===== src/rtl/hw2w_pkg.sv =====
package hw2w_pkg;

  typedef enum logic [1:0] {
    SZ_BYTE = 2'b00,
    SZ_HALF = 2'b01,
    SZ_WORD = 2'b10,
    SZ_RSVD = 2'b11
  } hw2w_size_e;

  typedef enum logic [2:0] {
    K_IDLE,
    K_BAD,
    K_WR_LO,
    K_WR_HI,
    K_RD_LO,
    K_RD_HI,
    K_WD_WR,
    K_WD_RD
  } hw2w_kind_e;

endpackage


===== src/rtl/hw2w_decode.sv =====
module hw2w_decode
  import hw2w_pkg::*;
(
  input  logic       req,
  input  logic       we,
  input  logic [1:0] size,
  input  logic       hi_sel,
  output hw2w_kind_e kind,
  output logic       bus_req,
  output logic       bus_we,
  output logic       wlat_en,
  output logic       rsnap_en
);

  always_comb begin
    kind = K_IDLE;
    if (req) begin
      unique case (hw2w_size_e'(size))
        SZ_HALF: begin
          if (we) kind = hi_sel ? K_WR_HI : K_WR_LO;
          else    kind = hi_sel ? K_RD_HI : K_RD_LO;
        end
        SZ_WORD: kind = we ? K_WD_WR : K_WD_RD;
        default: kind = K_BAD;
      endcase
    end
  end

  always_comb begin
    bus_req  = (kind == K_WR_HI) || (kind == K_RD_LO) ||
               (kind == K_WD_WR) || (kind == K_WD_RD);
    bus_we   = (kind == K_WR_HI) || (kind == K_WD_WR);
    wlat_en  = (kind == K_WR_LO);
    rsnap_en = (kind == K_RD_LO);
  end

endmodule


===== src/rtl/hw2w_wr_merge.sv =====
module hw2w_wr_merge #(
  parameter int HALF_W = 16,
  localparam int WORD_W = 2 * HALF_W
) (
  input  logic              clk,
  input  logic              rst_n,
  input  logic              cap_en,
  input  logic [HALF_W-1:0] lo_in,
  input  logic [HALF_W-1:0] hi_in,
  output logic [WORD_W-1:0] merged
);

  logic [HALF_W-1:0] lo_q;
  logic [HALF_W-1:0] lo_d;

  always_comb begin
    lo_d = lo_q;
    if (cap_en) lo_d = lo_in;
  end

  always_ff @(posedge clk or negedge rst_n) begin
    if (!rst_n) lo_q <= '0;
    else        lo_q <= lo_d;
  end

  assign merged = {hi_in, lo_q};

endmodule


===== src/rtl/hw2w_rd_snap.sv =====
module hw2w_rd_snap #(
  parameter int HALF_W = 16,
  localparam int WORD_W = 2 * HALF_W
) (
  input  logic              clk,
  input  logic              rst_n,
  input  logic              cap_en,
  input  logic [HALF_W-1:0] hi_in,
  output logic [WORD_W-1:0] snap_word
);

  logic [HALF_W-1:0] hi_q;
  logic [HALF_W-1:0] hi_d;

  always_comb begin
    hi_d = hi_q;
    if (cap_en) hi_d = hi_in;
  end

  always_ff @(posedge clk or negedge rst_n) begin
    if (!rst_n) hi_q <= '0;
    else        hi_q <= hi_d;
  end

  assign snap_word = {{HALF_W{1'b0}}, hi_q};

endmodule


===== src/rtl/hw2w_rsp.sv =====
module hw2w_rsp
  import hw2w_pkg::*;
#(
  parameter int HALF_W = 16,
  localparam int WORD_W = 2 * HALF_W
) (
  input  logic              clk,
  input  logic              rst_n,
  input  hw2w_kind_e        kind,
  input  logic [WORD_W-1:0] bus_rdata,
  input  logic [WORD_W-1:0] snap_word,
  output logic              rsp_valid,
  output logic              rsp_err,
  output logic [WORD_W-1:0] rsp_data
);

  logic              valid_d;
  logic              err_d;
  logic [WORD_W-1:0] data_d;

  always_comb begin
    valid_d = (kind != K_IDLE);
    err_d   = (kind == K_BAD);
    unique case (kind)
      K_WD_RD: data_d = bus_rdata;
      K_RD_LO: data_d = {{HALF_W{1'b0}}, bus_rdata[HALF_W-1:0]};
      K_RD_HI: data_d = snap_word;
      default: data_d = '0;
    endcase
  end

  always_ff @(posedge clk or negedge rst_n) begin
    if (!rst_n) begin
      rsp_valid <= 1'b0;
      rsp_err   <= 1'b0;
      rsp_data  <= '0;
    end else begin
      rsp_valid <= valid_d;
      rsp_err   <= err_d;
      rsp_data  <= data_d;
    end
  end

endmodule


===== src/rtl/hw2w_adapter.sv =====
module hw2w_adapter
  import hw2w_pkg::*;
#(
  parameter int AW     = 8,
  parameter int HALF_W = 16,
  localparam int WORD_W = 2 * HALF_W
) (
  input  logic              clk,
  input  logic              rst_n,
  input  logic              h_req,
  input  logic              h_we,
  input  logic [1:0]        h_size,
  input  logic [AW-1:0]     h_addr,
  input  logic [WORD_W-1:0] h_wdata,
  output logic              h_rsp_valid,
  output logic              h_rsp_err,
  output logic [WORD_W-1:0] h_rsp_data,
  output logic              r_req,
  output logic              r_we,
  output logic [AW-1:0]     r_addr,
  output logic [WORD_W-1:0] r_wdata,
  input  logic [WORD_W-1:0] r_rdata
);

  localparam int SEL_BIT    = $clog2(HALF_W / 8);
  localparam int ALIGN_BITS = SEL_BIT + 1;
  localparam logic [AW-1:0] ALIGN_MASK = ~((AW'(1) << ALIGN_BITS) - AW'(1));

  hw2w_kind_e        kind;
  logic              bus_req;
  logic              bus_we;
  logic              wlat_en;
  logic              rsnap_en;
  logic [WORD_W-1:0] merged;
  logic [WORD_W-1:0] snap_word;

  hw2w_decode u_decode (
    .req      (h_req),
    .we       (h_we),
    .size     (h_size),
    .hi_sel   (h_addr[SEL_BIT]),
    .kind     (kind),
    .bus_req  (bus_req),
    .bus_we   (bus_we),
    .wlat_en  (wlat_en),
    .rsnap_en (rsnap_en)
  );

  hw2w_wr_merge #(.HALF_W(HALF_W)) u_wr_merge (
    .clk    (clk),
    .rst_n  (rst_n),
    .cap_en (wlat_en),
    .lo_in  (h_wdata[HALF_W-1:0]),
    .hi_in  (h_wdata[HALF_W-1:0]),
    .merged (merged)
  );

  hw2w_rd_snap #(.HALF_W(HALF_W)) u_rd_snap (
    .clk       (clk),
    .rst_n     (rst_n),
    .cap_en    (rsnap_en),
    .hi_in     (r_rdata[WORD_W-1:HALF_W]),
    .snap_word (snap_word)
  );

  hw2w_rsp #(.HALF_W(HALF_W)) u_rsp (
    .clk       (clk),
    .rst_n     (rst_n),
    .kind      (kind),
    .bus_rdata (r_rdata),
    .snap_word (snap_word),
    .rsp_valid (h_rsp_valid),
    .rsp_err   (h_rsp_err),
    .rsp_data  (h_rsp_data)
  );

  always_comb begin
    r_req   = bus_req;
    r_we    = bus_req & bus_we;
    r_addr  = bus_req ? (h_addr & ALIGN_MASK) : '0;
    unique case (kind)
      K_WR_HI: r_wdata = merged;
      K_WD_WR: r_wdata = h_wdata;
      default: r_wdata = '0;
    endcase
  end

endmodule


===== config.mk =====
export PLATFORM = sky130hd
export DESIGN_NAME = hw2w_adapter
export DESIGN_NICKNAME = d
export VERILOG_FILES = /design/src/rtl/hw2w_pkg.sv /design/src/rtl/hw2w_decode.sv /design/src/rtl/hw2w_wr_merge.sv /design/src/rtl/hw2w_rd_snap.sv /design/src/rtl/hw2w_rsp.sv /design/src/rtl/hw2w_adapter.sv
export SDC_FILE = /design/constraint.sdc
export NUM_CORES = 1
export LEC_CHECK = 0
export ABC_AREA = 0
export BUFFER_PORTS_ARGS = -buffer_cell sky130_fd_sc_hd__buf_4
export CORE_ASPECT_RATIO = 2
export CORE_MARGIN = 2
export CORE_UTILIZATION = 54
export DETAILED_ROUTE_END_ITERATION = 8
export GPL_TIMING_DRIVEN = 0
export HOLD_SLACK_MARGIN = 0.02
export MAX_ROUTING_LAYER = met4
export PLACE_DENSITY = 0.95
export SLEW_MARGIN = 15
export SYNTH_ARGS = -nofsm -noshare
export SYNTH_HDL_FRONTEND = slang
export SYNTH_HIERARCHICAL = 1
export SYNTH_SLANG_ARGS = --single-unit

===== constraint.sdc =====
create_clock -name clk -period 1.99 [get_ports clk]
set_input_delay 0.0995 -clock clk [delete_from_list [all_inputs] [get_ports clk]]
set_output_delay 0.0995 -clock clk [all_outputs]
set_load 0.02 [all_outputs]

* Yosys cells after proc, flatten, opt, wreduce, memory -nomap -nowiden *
Cells that the tools add are included.

cells by class
  muxes and demuxes = 9
  equality and inequality tests = 9
  bitwise logic cells = 1
  reductions and logical operators = 5

operators by type and width
  operator            count
  $pmux 32 s3         1
  $pmux 32 s2         1
  $eq 3x3->1 const B  4
  $mux 8              1
  $eq 3x2->1 const B  2
  $mux 3              2
  $pmux 3 s2          1
  $logic_or 1x1->1    4
  $eq 3x1->1 const B  1
  $mux 1              3
  $reduce_bool 3->1   1
  $eq 2x1->1 const B  1
  $eq 2x2->1 const B  1
  $and 1x1->1         1

storage, ports and cells
  flip-flop bits (word level) = 66
  input bits = 78
  output and inout bits = 76

* Depth between registers and ports, before layout *
  depth in word-level cells = 9
  gate-level depth with buffers = 9
  depth with buffers taken out = 7

* Modules after synthesis *
The synthesis kept the hierarchy.

modules (own cells, without submodules)
  module         cells an instance  area an instance (µm²)  times used
  hw2w_rsp       146                1621.6                  1
  hw2w_rd_snap   51                 773.2                   1
  hw2w_wr_merge  50                 769.5                   1
  hw2w_adapter   121                703.2                   1
  hw2w_decode    23                 172.7                   1

* Worst setup path after synthesis *
No wires, ideal clock.

  kind = input-to-output
  start point = in h_size[1]
  end point = out r_wdata[10]
  setup slack = 0.375 ns
  arrival time = 1.516 ns
  stages = 7
  data required time = 1.891 ns
  path through = inv_1 -> ha_1 -> and2_1 -> o31a_1 -> nand2b_4 -> buf_6 -> o22ai_1

on the way
  longest elaborated chain between the ends = 5
  elaborated cells between the ends (all ways) = 7
  classes of those cells = 4 x eq/ne; 3 x mux

ends and longest elaborated chain
  element                                          RTL line            text
  start: declaration                               hw2w_adapter.sv:12  input logic [1:0] h_size,
  $eq 2x2->1 / $eq 2x1->1 (equally long branches)  hw2w_decode.sv:18   unique case (hw2w_size_e'(size))
  $pmux 3 s2 *                                     hw2w_decode.sv:18
  $mux 3 *                                         hw2w_decode.sv:17   if (req) begin
  via kind[0]                                      hw2w_adapter.sv:29  hw2w_kind_e kind;
  $eq 3x3->1 / $eq 3x2->1 (equally long branches)  hw2w_adapter.sv:81  unique case (kind)
  $pmux 32 s2 *                                    hw2w_adapter.sv:81
  end: declaration                                 hw2w_adapter.sv:21  output logic [WORD_W-1:0] r_wdata,

Mark *: on every way through the listed nets, which the timed path passes. The rest lies on a longest branch.

* Worst setup path after layout *
  start point = in h_size[0]
  end point = out r_wdata[14]

Same word-level chain as after synthesis.

==> flow_summary.ini <==
[timing]
max_freq_ghz = 0.551
slew_headroom_pct = 43.9
tightest_slew_ps = 842
layout_min_cycle_time_ps = 1820
skew_ps = 5.26
hold_viol_final = 0
finalMaxSlewViolations = 0
finalSetupViolCount = 0
fin_crit_sh_pct = 91.2
rsz0062_at_grt = false

[global_route]
grt_pass1_wl_mm = 18.1
grt_max_degree = 67
grt_pass1_vias = 3829
grt_antenna_before_repair = 0
gr-usage-all-layers_pct = 29.7
grt_overflow = 0

[floorplan]
start_util_pct = 55.6
row_count = 44
die_x_um = 65.2
core-area_mm2 = 0.00727
die_h_um = 126
pin_count = 154
fp.dieArea_mm2 = 0.00823

[layout]
num_antenna_cells = 0
drive_gt1_share_pct = 47.3
register_area_mm2 = 0.00165
final_common_cell = buf_4
fillers = 451
postLayoutCoreUtil_pct = 80.1
final_cell_mix = buf_4 (192), dfrtp_1 (66), nand2_1 (65)
final_nets = 665
layout.cells.non_filler = 682
area_delta_synth_final_pct = 44.1
multiInputGateArea_mm2 = 0.00191

[run_status]
status = complete, no violations

[setup_path]
max_stage_delay_ps = 340
crit_path_frequent_cell = buf_4
critical_path.top_delay_family = compound AO/OA/AOI/OAI gates
crit_buf_inv = 3
critPathMaxFanout = 10
start_kind = input pin
cp.arrival_ps = 1720
cp_data_required_time_ps = 1890
path_cells = buf_4 -> ha_1 -> and2_1 -> o31a_1 -> nand2b_4 -> buf_6 -> o22ai_1 -> buf_4
critPathSlowestCell = o31a_1
endpoint_kind = output pin
criticalPathCategory = in -> out

[route]
drt-total-wl_mm = 11.6
first_pass_iters = 5
vias_per_cell = 5.22
ant_nets = 0
drt_iter0_drc = 156
drc = 0
vias = 3561
avgRoutedWirePerCell_um = 17.1

[power_and_ir_drop]
ir_drop_v = 0.000579
leakage_uw = 0.00280
p_per_area_mw_per_mm2 = 687

[clocking]
htree_levels = 3
cts_buffers = 9
clock_latency_ps = 330
post_cts_buffers = 0
cts_root_buffer = clkbuf_16
clock-sinks = 66
cts_buffer_depth = 2
cts_tree = built
clk_pin_slew_ps = 50

[place]
place_congestion = 0.787
numPortBuffers = 150
dp_hpwl_mm = 8.58
dp.cells = 649

[synth]
postSynthAreaPerCell_um2 = 10.3
ys_types = 35
synthCells = 391
synth-seq-cells = 66
synthesis.area_mm2 = 0.00404
seq_area_frac_synth_pct = 40.9
ys_warn_count = 6

[flow_run]
cap_violations = 0

[min_path]
hold_class = in -> reg
[path summary, 6_finish.rpt]
| path | start | to | slack, ps | depth (start not counted) |
|---|---|---|---|---|
| setup / recovery | h_size[0] | r_wdata[14] | 170 | 8 |
| hold / removal | r_rdata[20] | u_rd_snap/hi_q[4]$_DFFE_PN0P_ | 30 | 2 |
| setup reg to reg | u_rd_snap/hi_q[7]$_DFFE_PN0P_ | u_rd_snap/hi_q[7]$_DFFE_PN0P_ | 1200 | 1 |
| hold reg to reg | u_wr_merge/lo_q[2]$_DFFE_PN0P_ | u_wr_merge/lo_q[2]$_DFFE_PN0P_ | 510 | 1 |
| max in group asynchronous | rst_n | u_rsp/rsp_valid$_DFF_PN0_ | 1020 | 2 |
| min in group asynchronous | rst_n | u_wr_merge/lo_q[5]$_DFFE_PN0P_ | 420 | 2 |
[synthesized netlist by cell type, drive strengths merged]
cell,instances,area share [%]
ha,2,0.62
clkbuf,2,0.22
conb,2,0.19
nor2,17,1.6
nor4,2,0.46
and2,8,1.2
nor3b,1,0.31
o21ai,16,2.0
buf,62,13
o31a,1,0.22
nand2b,5,1.3
dfrtp,66,41
a21oi,18,2.2
or3,1,0.15
a211oi,1,0.31
a21bo,1,0.25
mux2,32,11
mux2i,32,7.9
nand2,65,6.0
inv,4,0.37
xor2,1,0.22
o22ai,33,6.7
nor2b,17,2.6
nand3b,2,0.37
[per-layer routing]
| layer | GRT usage, % | share of wire, % | vias to the layer above | wire, um |
|---|---|---|---|---|
| met5 | - | 0 | - | 0 |
| li1 | - | - | 1662 | - |
| met3 | 6.56 | 5.8 | 36 | 671 |
| met1 | 27.0 | 34 | 1705 | 3940 |
| met4 | 15.1 | 3.5 | 0 | 410 |
| met2 | 55.3 | 57 | 158 | 6610 |
[what timing repair did]
item,4_1_cts,5_1_grt
setup endpoints to repair,0,1
hold buffers,17,0
endpoints found under the hold margin,82,0
resized for setup,0,3
[sequential cells by signal (all words and copies together), names as in the netlist]
signal and flops:
u_rsp/rsp_valid 1, u_rsp/rsp_err 1, u_wr_merge/lo_q 16, u_rsp/rsp_data 32, u_rd_snap/hi_q 16
[through the flow]
step	worst slack, ps	power [uW]	instance area [um2]	hold WS, ps	setup TNS, ps
2_1_floorplan	375	2080	4100	-196	0
3_3_place_gp	15.3	2360	5340	243	0
3_5_place_dp	-47.4	2400	5340	251	-311
4_1_cts	112	4010	5810	20.9	0
5_1_grt	53.4	4170	5820	23.4	0
6_report	174	4000	5820	26.1	0
[power breakdown]
group	switching [uW]	internal, uW	total, uW
Sequential	80.2	1490	1570
Clock	532	1040	1570
Combinational	385	475	859
Total	997	3000	4000
[cells by family after synthesis]
group                    after synthesis  share of synthesized area [%]
AO/OA/AOI/OAI                         70                           11.6
buffers and inverters                 68                           13.6
AND/OR/NAND/NOR                      118                           14.1
other                                  2                          0.186
multiplexers                          64                           18.7
adder cells (fa/ha/maj)                2                          0.619
XOR/XNOR                               1                          0.217
flip-flops                            66                           40.9
[area by class of cell]
type	count	share of cell area [%]
Clock inverter	2	0.602
Multi-Input combinational cell	273	32.8
Inverter	4	0.258
Timing Repair Buffer	167	22.3
Sequential cell	66	28.4
Clock buffer	14	4.53
Buffer	64	9.20
Tap cell	92	1.98
(Power assumes the default switching activity.)
